**src/rtl/pxe_pkg.sv**
```systemverilog
package pxe_pkg;
    localparam int PIX_AW  = 20;
    localparam int RUN_W   = 5;
    localparam int MASK_W  = 32;
    localparam int PIX_W   = 8;

    typedef enum logic [1:0] {
        OP_STIPPLE = 2'd0,
        OP_FILL    = 2'd1,
        OP_COPY    = 2'd2
    } op_e;

    typedef enum logic [2:0] {
        S_IDLE    = 3'd0,
        S_STIPPLE = 3'd1,
        S_FILL    = 3'd2,
        S_COPY_RD = 3'd3,
        S_COPY_WR = 3'd4
    } state_e;

    typedef struct packed {
        op_e                op;
        logic [PIX_AW-1:0]  dst;
        logic [PIX_AW-1:0]  src;
        logic [RUN_W-1:0]   last;
        logic [MASK_W-1:0]  mask;
    } cmd_t;
endpackage

```
**src/rtl/pxe_decode.sv**
```systemverilog
module pxe_decode
    import pxe_pkg::*;
#(
    parameter int BUS_AW = PIX_AW + 3
) (
    input  logic              win,
    input  logic [BUS_AW-1:2] addr,
    input  logic [31:0]       wdata,
    output cmd_t              cmd
);
    localparam logic [23:0] FILL_KEY = 24'hFF_FFFF;

    always_comb begin
        cmd.dst  = addr[PIX_AW+2:3];
        cmd.src  = wdata[PIX_AW-1:0];
        cmd.last = wdata[24 +: RUN_W];
        cmd.mask = wdata;
        if (!win) begin
            cmd.op = OP_STIPPLE;
        end else if (wdata[23:0] == FILL_KEY) begin
            cmd.op = OP_FILL;
        end else begin
            cmd.op = OP_COPY;
        end
    end
endmodule

```
**src/rtl/pxe_colour.sv**
```systemverilog
module pxe_colour
    import pxe_pkg::*;
(
    input  logic             clk,
    input  logic             rst_n,
    input  logic             load,
    input  logic [PIX_W-1:0] din,
    output logic [PIX_W-1:0] q
);
    always_ff @(posedge clk or negedge rst_n) begin
        if (!rst_n) begin
            q <= '0;
        end else if (load) begin
            q <= din;
        end
    end
endmodule

```
**src/rtl/pxe_seq.sv**
```systemverilog
module pxe_seq
    import pxe_pkg::*;
(
    input  logic              clk,
    input  logic              rst_n,
    input  logic              start,
    input  cmd_t              cmd,
    input  logic [PIX_W-1:0]  colour,
    output logic              busy,
    output logic              mem_en,
    output logic              mem_we,
    output logic [PIX_AW-1:0] mem_addr,
    output logic [PIX_W-1:0]  mem_wdata,
    input  logic [PIX_W-1:0]  mem_rdata
);
    localparam logic [RUN_W-1:0] STIP_LAST = RUN_W'(MASK_W - 1);

    state_e             state_q, state_d;
    logic [PIX_AW-1:0]  dst_q, src_q;
    logic [RUN_W-1:0]   idx_q, last_q;
    logic [MASK_W-1:0]  mask_q;
    logic [PIX_W-1:0]   col_q;
    logic               step;

    // Next-state logic
    always_comb begin
        state_d = state_q;
        unique case (state_q)
            S_IDLE: begin
                if (start) begin
                    unique case (cmd.op)
                        OP_STIPPLE: state_d = S_STIPPLE;
                        OP_FILL:    state_d = S_FILL;
                        default:    state_d = S_COPY_RD;
                    endcase
                end
            end
            S_STIPPLE: if (idx_q == STIP_LAST) state_d = S_IDLE;
            S_FILL:    if (idx_q == last_q)    state_d = S_IDLE;
            S_COPY_RD: state_d = S_COPY_WR;
            S_COPY_WR: state_d = (idx_q == last_q) ? S_IDLE : S_COPY_RD;
            default:   state_d = S_IDLE;
        endcase
    end

    assign step = (state_q == S_STIPPLE) || (state_q == S_FILL) ||
                  (state_q == S_COPY_WR);

    // State register and operation context
    always_ff @(posedge clk or negedge rst_n) begin
        if (!rst_n) begin
            state_q <= S_IDLE;
            dst_q   <= '0;
            src_q   <= '0;
            idx_q   <= '0;
            last_q  <= '0;
            mask_q  <= '0;
            col_q   <= '0;
        end else begin
            state_q <= state_d;
            if (state_q == S_IDLE && start) begin
                dst_q  <= cmd.dst;
                src_q  <= cmd.src;
                last_q <= cmd.last;
                mask_q <= cmd.mask;
                col_q  <= colour;
                idx_q  <= '0;
            end else if (step) begin
                idx_q  <= idx_q + 1'b1;
                mask_q <= mask_q << 1;
            end
        end
    end

    // Outputs
    always_comb begin
        busy      = (state_q != S_IDLE);
        mem_en    = 1'b0;
        mem_we    = 1'b0;
        mem_addr  = dst_q + PIX_AW'(idx_q);
        mem_wdata = col_q;
        unique case (state_q)
            S_IDLE: ;
            S_STIPPLE: begin
                mem_en = mask_q[MASK_W-1];
                mem_we = 1'b1;
            end
            S_FILL: begin
                mem_en = 1'b1;
                mem_we = 1'b1;
            end
            S_COPY_RD: begin
                mem_en   = 1'b1;
                mem_addr = src_q + PIX_AW'(idx_q);
            end
            S_COPY_WR: begin
                mem_en    = 1'b1;
                mem_we    = 1'b1;
                mem_wdata = mem_rdata;
            end
            default: ;
        endcase
    end
endmodule

```
**src/rtl/pix_engine.sv**
```systemverilog
module pix_engine
    import pxe_pkg::*;
#(
    parameter int BUS_AW = PIX_AW + 3
) (
    input  logic              clk,
    input  logic              rst_n,
    input  logic              bus_req,
    input  logic              bus_we,
    input  logic              bus_win,
    input  logic [BUS_AW-1:2] bus_addr,
    input  logic [31:0]       bus_wdata,
    output logic [31:0]       bus_rdata,
    output logic              bus_ready,
    output logic              busy,
    output logic              mem_en,
    output logic              mem_we,
    output logic [PIX_AW-1:0] mem_addr,
    output logic [PIX_W-1:0]  mem_wdata,
    input  logic [PIX_W-1:0]  mem_rdata
);
    cmd_t             cmd;
    logic [PIX_W-1:0] colour;
    logic             is_trig, start, col_load;

    assign is_trig   = bus_we && bus_addr[2];
    assign bus_ready = !(busy && is_trig);
    assign start     = bus_req && is_trig && bus_ready;
    assign col_load  = bus_req && bus_we && !bus_addr[2];
    assign bus_rdata = '0;

    pxe_decode #(.BUS_AW(BUS_AW)) dec_i (
        .win   (bus_win),
        .addr  (bus_addr),
        .wdata (bus_wdata),
        .cmd   (cmd)
    );

    pxe_colour col_i (
        .clk   (clk),
        .rst_n (rst_n),
        .load  (col_load),
        .din   (bus_wdata[PIX_W-1:0]),
        .q     (colour)
    );

    pxe_seq seq_i (
        .clk       (clk),
        .rst_n     (rst_n),
        .start     (start),
        .cmd       (cmd),
        .colour    (colour),
        .busy      (busy),
        .mem_en    (mem_en),
        .mem_we    (mem_we),
        .mem_addr  (mem_addr),
        .mem_wdata (mem_wdata),
        .mem_rdata (mem_rdata)
    );
endmodule

```
**config.mk**
```make
export PLATFORM = sky130hd
export DESIGN_NAME = pix_engine
export DESIGN_NICKNAME = d
export VERILOG_FILES = /design/src/rtl/pxe_pkg.sv /design/src/rtl/pxe_decode.sv /design/src/rtl/pxe_colour.sv /design/src/rtl/pxe_seq.sv /design/src/rtl/pix_engine.sv
export SDC_FILE = /design/constraint.sdc
export NUM_CORES = 1
export LEC_CHECK = 0
export BUFFER_PORTS_ARGS = -buffer_cell sky130_fd_sc_hd__buf_2
export CAP_MARGIN = 20
export CORE_AREA = 2 2 120 122
export DETAILED_ROUTE_END_ITERATION = 7
export DIE_AREA = 0 0 122 124
export GPL_TIMING_DRIVEN = 1
export PLACE_DENSITY = 0.67
export RECOVER_POWER = 50
export SYNTH_ARGS = -nofsm -noshare
export SYNTH_HDL_FRONTEND = slang
export SYNTH_HIERARCHICAL = 1
export SYNTH_SLANG_ARGS = --single-unit
```
**constraint.sdc**
```tcl
create_clock -name clk -period 5.06 [get_ports clk]
set_clock_uncertainty 0.1 [all_clocks]
set_input_delay 1.518 -clock clk [delete_from_list [all_inputs] [get_ports clk]]
set_output_delay 1.518 -clock clk [all_outputs]
set_load 0.005 [all_outputs]
```
## After elaboration in Yosys (flattened, before gate mapping)

Cells that the tools add are included.

- Register bits after elaboration: 101
- Bits of input ports: 66
- Output and inout port bits: 64
- Logic and storage cells: 56

- Add/sub/neg operators: 3
- Equality and inequality tests: 11
- Muxes and demuxes: 16
- Reduce and logical (&&, ||, !) cells: 18

Operator list:

| kind | number |
|---|---|
| 2-to-1 mux 32 bit | 2 |
| adder 20 x 5 -> 20 bit | 2 |
| == test 24 bit (second input constant) | 1 |
| 2-to-1 mux 20 bit | 1 |
| case mux 3 bit (5 select lines) | 1 |
| 2-to-1 mux 5 bit | 2 |
| 2-to-1 mux 3 bit | 3 |
| 2-to-1 mux 8 bit | 1 |
| logical AND 1 bit | 7 |
| == test 3 x 2 -> 1 bit (second input constant) | 2 |
| 2-to-1 mux 2 bit | 3 |
| != test 2 x 1 -> 1 bit (second input constant) | 3 |
| OR reduction 3 bit | 2 |
| adder 5 x 1 -> 5 bit (second input constant) | 1 |
| == test 5 bit | 1 |
| == test 5 bit (second input constant) | 1 |
| case mux 2 bit (2 select lines) | 1 |
| == test 3 x 1 -> 1 bit (second input constant) | 1 |
| == test 3 bit (second input constant) | 1 |
| logical NOT 3 bit | 1 |
| AND reduction 3 bit | 1 |
| nonzero test 3 bit | 1 |
| == test 2 x 1 -> 1 bit (second input constant) | 1 |
| logical NOT 1 bit | 2 |
| other kinds (5) | 6 |

## Longest topological paths before layout

Gate-level depths: netlist (run 1).

- Depth in word-level cells: 7
- Mapped depth: 15
- Gate-level depth less buffers: 12

## Modules after synthesis

The synthesis (run 1) kept the hierarchy.

Modules (own cells, without submodules):

| module | instances | cells each | area an instance (µm²) |
|---|---|---|---|
| pxe_seq | 1 | 434 | 4,893.4 |
| pxe_decode | 1 | 87 | 651.9 |
| pxe_colour | 1 | 17 | 331.6 |
| pix_engine | 1 | 36 | 267.8 |

## Worst setup path after synthesis (run 1)

No wires, ideal clock.

- Path type: register -> output
- From: register seq_i.state_q[2]
- To: output port mem_addr[12]
- Arrival: 2.891 ns
- Data required time: 3.442 ns
- Slack: 0.551 ns
- Cell stages (with the launch flop): 16
- Path through: dfrtp_1 buf_6 nand3b_4 buf_2 buf_2 buf_2 nand2_1 nand2_1 ha_1 fa_1 a211oi_1 o21bai_1 and3_1 nand3_1 xor2_1 mux2i_1

- Cells in the longest elaborated chain, start to end: 2

Ends and longest elaborated chain:

| what | RTL line | source |
|---|---|---|
| start: declaration | pxe_seq.sv:18 | `state_e state_q, state_d;` |
| start signal: assignment | pxe_seq.sv:60 | `state_q <= state_d;` |
| == test 3 x 2 -> 1 bit | pxe_seq.sv:82 | `unique case (state_q)` |
| 2-to-1 mux 20 bit | pxe_seq.sv:82 |  |
| end: declaration | pix_engine.sv:18 | `output logic [PIX_AW-1:0] mem_addr,` |

Every way passes these cells.

## Final worst setup path (run 1)

Ends and elaborated chain as after synthesis.

==> results of run 1 <==
-- report_power, final --
part           total, W  switching [W]  internal, W
Clock          0.000743       0.000304     0.000438
Combinational   0.00172       0.000835     0.000887
Sequential      0.00149       0.000309      0.00118
-- cell usage in the layout, fill, tap and decap left out, types with 9 or more instances in the layout --
cell type  synthesis  layout
mux2_2            62      62
o21ai_0           39      39
xnor2_1           14      14
xor2_1            17      17
buf_2             12      94
nand4_1            9       9
mux2i_1           45      45
dfrtp_1          101     100
clkbuf_16          0       9
nor2_1            10      11
nand3_1           12      12
conb_1             1      32
nand2_1           65      65
-- stage by stage --
| step | hold slack (ns) | area (sq um) |
|---|---|---|
| 2_1_floorplan | 0.3762 | 6261 |
| 3_3_place_gp | 0.3874 | 6081 |
| 3_5_place_dp | 0.3943 | 6081 |
| 4_1_cts | 0.4089 | 6404 |
| 5_1_grt | 0.4024 | 6355 |
| 6_report | 0.3843 | 6355 |
-- cells by family (layout without fill, tap and decap cells) --
| kind of cell | Yosys count | count (layout) | share of synthesized area, % |
|---|---|---|---|
| other cells | 1 | 33 | 0.06103 |
| compound gates | 61 | 61 | 5.803 |
| buf+inv | 138 | 123 | 16.19 |
| xor+xnor | 31 | 31 | 4.419 |
| mux | 117 | 117 | 21.26 |
| fa+ha+maj | 8 | 8 | 1.751 |
| flops | 101 | 101 | 41.13 |
| simple gates | 117 | 117 | 9.387 |
-- area by class of cell --
| cell class | count | area, sq um |
|---|---|---|
| Inverter | 4 | 15.01 |
| Timing Repair Buffer | 103 | 549.3 |
| Clock buffer | 10 | 229.0 |
| Antenna cell | 1 | 2.502 |
| Clock inverter | 6 | 93.84 |
| Tap cell | 180 | 225.2 |
| Multi-Input combinational cell | 366 | 2711 |
| Fill cell | 1273 | 7365 |
| Sequential cell | 101 | 2529 |
-- critical path, delay by kind of cell, from the launching register on --
kind / cells / cell delay, ns
AOI/OAI and AO/OA: 2 / 0.44
xor gates and xnor gates: 1 / 0.19
adders and majority gates: 2 / 0.66
buffers and inverters: 2 / 0.26
DFF: 1 / 0.46
muxes: 1 / 0.10
and+or+nand+nor: 5 / 0.77
-- per-layer routing --
metal  part of all wire, %  vias up  wire length, microns
met5                     0        -                     0
met2                    52      113                  6274
met3                   3.3       17                   403
met4                   1.7        0                   212
met1                    43     1901                  5240
li1                      -     1847                     -
-- sequential cells by signal, indices dropped and copies added, names as in the netlist --
register	flops
col_i/q	8
seq_i/col_q	8
seq_i/dst_q	20
seq_i/idx_q	5
seq_i/last_q	5
seq_i/mask_q	32
seq_i/src_q	20
seq_i/state_q	3
-- how the worst max path moves through the flow --
stage,from,endpoint,cells past startpoint
floorplan,seq_i/state_q[2],mem_addr[12],15
detailed placement,seq_i/state_q[2],mem_addr[19],12
global route,seq_i/state_q[1],mem_addr[12],13
finish,seq_i/state_q[2],mem_addr[12],13
CTS,seq_i/state_q[2],mem_addr[19],12
global placement,seq_i/state_q[2],mem_addr[12],13
==> impl_results.md, run 1 <==
- Post-route ant nets: 0
- Total gr overflow: 0
- Via density: between 5 and 6
- Worst-margin pin slew: between 2 and 2.5 ns
- CP dominant cell by count: nand2_1
- Arr. time, crit path: ~3.2 ns
- CP peak stage delay: ~0.46 ns
- Cells after DPL: around 750
- Clock sinks: approximately 100
- Initial DRC Count: about 150
- Clk buf depth: 2
- Crit path max fanout: 9
- Die height: between 100 and 150 microns
- PostCTS Resize Cnt: 0
- # hold bufs at CTS: 0
- Slowest-stage cell, CP: dfrtp_2
- Synth Cell Area: slightly above 6000 sq um
- Sequential area share after synthesis: about 41%
- Port buffer count: 97
- Initial core utilization: between 40 and 50%
- Final hold vios: 0
- Leak: around 2.9 nW
- Min setup slack post-route: 0.2199 ns
- CTS tree: yes
- Final Power: 0.003957 W
- # nets final: between 600 and 700
- CTS Buf Count: 9
- FF-to-FF path depth: 6
- Core Util, Final: between 40% and 50%
- Worst skew pair latency: about 0.34 ns
- Ys Warns: 6
- Pwr Density: around 620 nW/um^2
- Post-synthesis cell count: about 570
- Worst r2r dst: seq_i/dst_q[11]
- Clk pin slew, worst setup/hold paths: ~0.070 ns
- Area contributors post-synth: dfrtp_1 41%, buf_4 14%, mux2_2 11%, mux2i_1 7.3%, nand2_1 4.0%
- Critical Path RT: between 3 and 4 ns
- GR Util All Layers: 16.67%
- Routed WL per cell: 15.73 microns
- Relative slew slack: -45.65%
- Antenna violations before repair: 1
- Hold WC Path Type: flop to flop
- Routability cong.: ~0.8
- Final std cells w/o fill: between 700 and 800
- Commonest cells post-synth: 115 x buf_4, 101 x dfrtp_1, 65 x nand2_1
- H-tree depth: 3
- Vias: between 3000 and 4000
- Share of layout cells above drive strength 1: 31.69%
- I/O pin count: 130
- Met2 Use GR: 29.19%
- Violated checks: max-capacitance violations, max-slew violations
- Post-CTS Setup Bufs: 0
- First-pass DRT Iterations: 4
- RSZ-0062 raised after global routing: no
- Area leader, netlist: dfrtp_1
- Most common cell in the synthesized netlist: buf_4
- Met1 Usage GRT: 20.67%
- Setup TNS: 0 ns
- DP Worst Slack: roughly 0.54 ns
- Vias in the first global route: roughly 4000
- Synth top area share: 41.13%
- Max Clk Rate: 0.2066 GHz
- Status: finished with violations
- M3 GR Usage: 2.518%
- Synth async-reset ratio: 100.0%
- Final setup fails: 0
- Mean post-synth cell area: 10.70 sq um
- Dpl hpwl: around 9200 microns
- Crit end category: primary output
- Hold worst-path end: col_i/q[3]
- Row Count: 43
- Die W: about 120 microns
- Die area: around 15000 sq um
- First-pass GRT wire length: slightly below 20000 microns
- Final worst path period share: 95.65%
- Crit start category: flop
- EDFF count, synth: 0
- Critical path type: flop to primary output
- Core box area: around 14000 sq um
- Total Wirelength: around 12000 microns
- FF-to-FF setup slack: roughly 1.1 ns
- Post-synth cell types: 46
- # Max-Cap Violations: 2
- Hold Crit Depth: 1
- Reg2reg start: seq_i/state_q[1]
- P&R area growth vs syn: 3.421%
- Worst vdd ir: about 0.28 mV
- Max Slew Vio Count: around 100
- Largest net degree at the start of global routing: 75
- Busiest grt layer: met2
- Yosys reg bits: between 100 and 150
- Post-layout min period: 4.840 ns
- Post-synth top flop: dfrtp_1
- Root buf cell: clkbuf_16
- Hold_sp: col_i/q[3]
- Number of remaining DRC errors: 0
- Crit-path cells: nand3b_4 -> inv_1 -> nand2_1 -> nand2_1 -> ha_1 -> fa_1 -> a211oi_1 -> o21bai_1 -> and3_1 -> nand3_1 -> xor2_1 -> mux2i_1 -> buf_2
Note: power is estimated with default switching activity, not from simulation.
==> run 2: changes to the inputs <==
ABC_CLOCK_PERIOD_IN_PS = 3900   (was default)
PLACE_DENSITY = 0.7   (was 0.67)
clock period = 3.9 ns   (was 5.06 ns; I/O delays follow)
==> run 2 against run 1 <==
  * The flow finishes with violations (negative setup slack)
  * Sequential cell count is the same
  * Die area did not move
  * Clock power up 23%
  * Design area increased by 7.2%
  * Global-route usage about the same
  * Total power up 39%
  * Register-to-register slack improved by 0.17 ns
  * Non-clock buffer count up 23
  * Combinational power up 53%
  * Critical path type unchanged
  * Largest cell class unchanged
  * Largest power group unchanged
==> impl_results.md, run 2 (same netlist as run 1, synthesis figures left out) <==
- Worst skew pair latency: ~0.35 ns
- Register area: around 2500 sq um
- Violated checks: negative setup slack
- Pwr Density: 808.0 nW/um^2
- Max Clk Rate: 0.2497 GHz
- Total gr overflow: 0
- Die area: approximately 15000 sq um
- GR Util All Layers: between 15 and 20%
- Port buffer count: 97
- Reg with most FFs: seq_i/mask_q
- Post-layout min period: approximately 4 ns
- Routed met3 length: 531 microns
- Worst r2r dst: seq_i/src_q[10]
- Core Util, Final: around 50%
- Clk buf depth: 2
- Relative slew slack: 60.66%
- Final worst path period share: 102.7%
- Routability cong.: 0.9030
- Clock sinks: 101
- Antenna violations before repair: 1
- Hold Crit Depth: 1
- Largest register FFs: 32
- Crit end category: primary output
- Reg2reg start: seq_i/state_q[1]
- Largest net degree at the start of global routing: 79
- Dpl hpwl: between 9000 and 10000 microns
- Final setup fails: 8
- Max Slew Vio Count: 0
- Clk pin slew, worst setup/hold paths: around 0.07 ns
- Most common cell after layout, fill and taps aside: dfrtp_1
- Cells after DPL: between 700 and 800
- Core box area: approximately 14000 sq um
- Top Metal Used: met4
- H-tree depth: 3
- Post-route ant nets: 0
- FF-to-FF path depth: 7
- Die W: between 100 and 150 microns
- Crit path max fanout: 5
- Largest regs: seq_i/mask_q x32, seq_i/dst_q x20, seq_i/src_q x20
- Vias: approximately 4000
- Hold WC Path Type: flop to flop
- Status: finished with violations
- FF-to-FF setup slack: roughly 1.2 ns
- Most frequent cells in the layout: 101 x dfrtp_1, 96 x buf_2, 62 x mux2_2, 50 x nand2_1, 45 x mux2i_1
- Number of remaining DRC errors: 0
- Share of layout cells above drive strength 1: between 40 and 50%
- Hold_sp: seq_i/dst_q[19]
- # hold bufs at CTS: 0
- Hold worst-path end: seq_i/dst_q[19]
- CTS tree: yes
- Filler cells: 1216
- Crit start category: flop
- Total Wirelength: approximately 13000 microns
- # Max-Cap Violations: 0
- P&R area growth vs syn: 10.89%
- Arr. time, crit path: 2.73 ns
- I/O pin count: 130
- Initial DRC Count: 180
- Min setup slack post-route: -0.1043 ns
- Worst vdd ir: ~0.36 mV
- Routed wl met2: around 6400 microns
- Initial core utilization: 44.79%
- Leak: ~3.1 nW
- Row Count: 43
- Setup TNS: -0.5206 ns
- CTS Buf Count: 9
- RSZ-0062 raised after global routing: yes
- # nets final: 682
- Worst-margin pin slew: roughly 0.59 ns
- Critical path type: flop to primary output
- Final std cells w/o fill: between 700 and 800
- Via density: just over 5
- Critical Path RT: 2.63 ns
- Die height: about 120 microns
- Vias in the first global route: between 3000 and 4000
- First-pass DRT Iterations: 5
- Wire length on met1: between 5000 and 6000 microns
- First-pass GRT wire length: approximately 19000 microns
- Root buf cell: clkbuf_16
- Final hold vios: 0
- Routed WL per cell: 15.79 microns
- Multi-input logic area: a little under 3000 sq um
[run 2: changes by cell type in the layout (fill, tap and decap cells not counted), moves of 3 or more]
cell and delta:
buf_4 +20, nand2_1 -15, nand2_2 +10, mux2_1 -8, mux2_4 +8, ha_1 -5
ha_4 +5, nand2_4 +5, clkbuf_1 -3, o21ai_0 -3, o21ai_2 +3
[run 2: how the worst max path moves through the flow]
stage,from,end,slack (ns),depth (start not counted)
final,seq_i/state_q[2],mem_addr[12],-0.10,12
after global routing,seq_i/state_q[0],mem_addr[12],-0.21,13
after CTS,seq_i/state_q[0],mem_addr[14],-0.09,13
after detailed placement,seq_i/state_q[2],mem_addr[14],0.10,13
after global placement,seq_i/state_q[2],mem_addr[14],0.20,13
after floorplan,seq_i/state_q[2],mem_addr[17],0.01,14
[run 2: per-stage QoR]
stage / hold WS [ns] / power (W) / cell area [sq um] / setup WS (ns)
floorplan: 0.3762 / 0.003652 / 6317 / 0.01182
global placement: 0.3880 / 0.004200 / 6163 / 0.1973
detailed placement: 0.3947 / 0.004311 / 6163 / 0.1049
CTS: 0.4118 / 0.005397 / 6658 / -0.09334
global route: 0.4185 / 0.005901 / 6814 / -0.2119
finish: 0.4101 / 0.005506 / 6814 / -0.1043
[run 2: routing by layer]
metal	GRT usage [%]	up-vias
met5	0	-
met4	6.537	0
met3	3.617	18
met2	28.21	104
met1	20.97	1979
li1	-	1892
[run 2: final cells by class]
cell class	count	area share, %
well taps	180	3.305
flip-flops and latches	101	37.09
repair buffers	126	11.26
clock buffers	10	3.507
diodes	1	0.03672
inverters	4	0.2571
multi-input cells	366	43.50
clock inverters	6	1.047
[run 2: power by group]
part	leakage, nW	internal (W)	total [W]	switching [W]
registers	1.24	0.00153	0.00195	0.000416
logic	1.74	0.00141	0.00264	0.00124
clock network	0.145	0.000519	0.000911	0.000392
[run 2: worst max-delay path: stages, from the launching register on]
cell	delay [ns]
dfrtp_1	0.38
nand3b_4	0.20
nand2_2	0.11
nand2_4	0.05
ha_4	0.16
fa_2	0.38
a211oi_2	0.26
o21bai_2	0.13
and3_4	0.24
nand3_2	0.07
xor2_1	0.18
mux2i_1	0.09
buf_2	0.14
[run 2: timing repair]
item | 4_1_cts | 5_1_grt
endpoints found under the setup margin | 11 | 12
setup buffers | 12 | 5
gates resized for setup | 23 | 22
pin swaps | 19 | 13
==> run 3: changes to the inputs <==
==> constraint.sdc (replaced) <==
create_clock -name clk -period 3.9 [get_ports clk]
set_clock_uncertainty 0.1 [all_clocks]
set_input_delay 0.39 -clock clk [delete_from_list [all_inputs] [get_ports clk]]
set_output_delay 0.39 -clock clk [all_outputs]
set_load 0.005 [all_outputs]
==> run 3 against run 2 <==
  * The run ends with max-capacitance violations, max-slew violations left
  * First-iteration DRC count is 23% higher
  * Non-clock buffer count down 22
  * Sequential power about the same
  * Largest cell class unchanged
  * Largest power group unchanged
==> impl_results.md, run 3 (same netlist as run 1, synthesis figures left out) <==
- CP dominant cell by count: nand2_1
- Relative slew slack: -16.65%
- Max Clk Rate: between 0.2 and 0.3 GHz
- First-pass DRT Iterations: 5
- Largest net degree at the start of global routing: 122
- Reg with most FFs: seq_i/mask_q
- CP peak stage delay: a little under 0.5 ns
- Routed WL per cell: around 15 microns
- Post-layout min period: about 3.7 ns
- Max Slew Vio Count: ~70
- Row Count: 43
- Vias: between 3000 and 4000
- # Max-Cap Violations: 1
- Arr. time, crit path: ~3.3 ns
- Routability cong.: a little over 0.8
- Die area: between 15000 and 20000 sq um
- Dpl hpwl: between 8000 and 9000 microns
- CTS Buf Count: 9
- Die height: 124 microns
- Setup TNS: 0 ns
- Crit end category: primary output
- CTS tree: yes
- Violated checks: max-capacitance violations, max-slew violations
- Total Wirelength: between 10000 and 15000 microns
- Clk pin slew, worst setup/hold paths: around 0.070 ns
- Min setup slack post-route: 0.1648 ns
- Clk buf depth: 2
- Leak: roughly 3 nW
- Antenna violations before repair: 1
- Hold WC Path Type: input port to flop
- Via density: between 5 and 6
- H-tree depth: 3
- RSZ-0062 raised after global routing: no
- Die W: ~120 microns
- Share of layout cells above drive strength 1: roughly a third
- Final setup fails: 0
- GR Util All Layers: between 15 and 20%
- Port buffer count: 97
- Critical Path RT: between 3 and 4 ns
- Core box area: around 14000 sq um
- Largest register FFs: 32
- Initial DRC Count: 222
- Initial core utilization: 44.79%
- Vias in the first global route: roughly 3900
- Critical path type: flop to primary output
- DP Worst Slack: ~0.54 ns
- Total gr overflow: 0
- Post-route ant nets: 0
- P&R area growth vs syn: 2.912%
- Buf/Inv on CP: 2
- Pwr Density: 790.3 nW/um^2
- Status: finished with violations
- Filler cells: ~1300
- Worst vdd ir: ~0.39 mV
- Crit start category: flop
- # nets final: 660
- Largest regs: seq_i/mask_q x32, seq_i/dst_q x20, seq_i/src_q x20
- Final hold vios: 0
- CP top delay family: simple AND/OR/NAND/NOR gates
- Post-CTS Setup Bufs: 0
- Final worst path period share: 95.78%
- Root buf cell: clkbuf_16
- Hold slack final: about 0.17 ns
- Number of remaining DRC errors: 0
- First-pass GRT wire length: roughly 19000 microns
- Most frequent cells in the layout: 100 x dfrtp_1, 95 x buf_2, 65 x nand2_1, 62 x mux2_2, 45 x mux2i_1
- Worst-margin pin slew: 1.750 ns
- I/O pin count: 130
- Slowest-stage cell, CP: dfrtp_1
- Crit-path cells: nand3b_4 -> inv_1 -> nand2_1 -> nand2_1 -> ha_1 -> fa_1 -> a211oi_1 -> o21bai_2 -> and3_1 -> nand2_1 -> xor2_1 -> mux2i_1 -> buf_2
- Worst skew pair latency: around 0.34 ns
- Clock sinks: 101
- Most common cell after layout, fill and taps aside: dfrtp_1
- Crit path max fanout: 8
run 3: cell types whose count changed in the layout (fill, tap and decap cells not counted), sizes merged:
cell | previous run | this run
bufinv | 1 | 0
clkinvlp | 2 | 0
buf | 125 | 98
clkbuf | 11 | 18
dlygate4sd3 | 0 | 1
diode | 1 | 2
run 3: worst register-to-register path: stages, from the launching register on:
cell	delay, ns
dfrtp_1	0.49
or3_1	0.53
and4b_1	0.37
inv_1	0.10
nor2_4	0.13
buf_12	0.34
mux2_2	0.57
run 3: per-stage QoR:
step | instance area, sq um | power (W) | instances | util (%)
6_report | 6324 | 0.004997 | 773 | 46.09
5_1_grt | 6321 | 0.005388 | 772 | 46.07
4_1_cts | 6340 | 0.005054 | 769 | 46.21
3_5_place_dp | 6061 | 0.004196 | 753 | 44.18
3_3_place_gp | 6061 | 0.004106 | 753 | 44.18
2_1_floorplan | 6261 | 0.003592 | 605 | -
run 3: final timing paths:
kind	end	slack, ns	startpoint	cells after the start
worst max-delay path	mem_addr[10]	0.16	seq_i/state_q[0]	13
max in group asynchronous	seq_i/mask_q[5]	0.85	rst_n	4
worst max register to register	seq_i/col_q[6]	1.16	seq_i/state_q[1]	6
worst min-delay path	seq_i/mask_q[30]	0.17	bus_wdata[30]	3
worst min register to register	col_i/q[7]	0.39	col_i/q[7]	1
min in group asynchronous	seq_i/dst_q[2]	0.43	rst_n	2
run 3: area by class of cell:
cell class,count,area [sq um],area share [%]
clock buffers,13,260.3,4.116
repair buffers,104,541.8,8.567
inverters,4,15.01,0.2374
flip-flops and latches,101,2529,39.99
clock inverters,3,18.77,0.2968
well taps,180,225.2,3.562
multi-input cells,366,2729,43.15
diodes,2,5.005,0.07915
run 3: power breakdown:
part | switching, W | leakage (nW) | total [W] | internal (W)
Clock | 0.000370 | 0.140 | 0.000838 | 0.000468
Combinational | 0.00108 | 1.55 | 0.00223 | 0.00114
Sequential | 0.000396 | 1.24 | 0.00193 | 0.00154
run 3: routing by layer:
layer / GRT usage, % / vias to the layer above / wire length [microns]
met5: 0 / - / 0
met1: 21.32 / 1907 / 5290
li1: - / 1844 / -
met3: 2.976 / 13 / 480
met4: 5.747 / 0 / 126
met2: 27.34 / 107 / 6060
run 3: repair_timing:
action | in CTS | in global routing
endpoints found under the setup margin | 0 | 3
hold endpoints to repair | 0 | 8
gates resized for setup | 0 | 2
hold buffers | 0 | 1
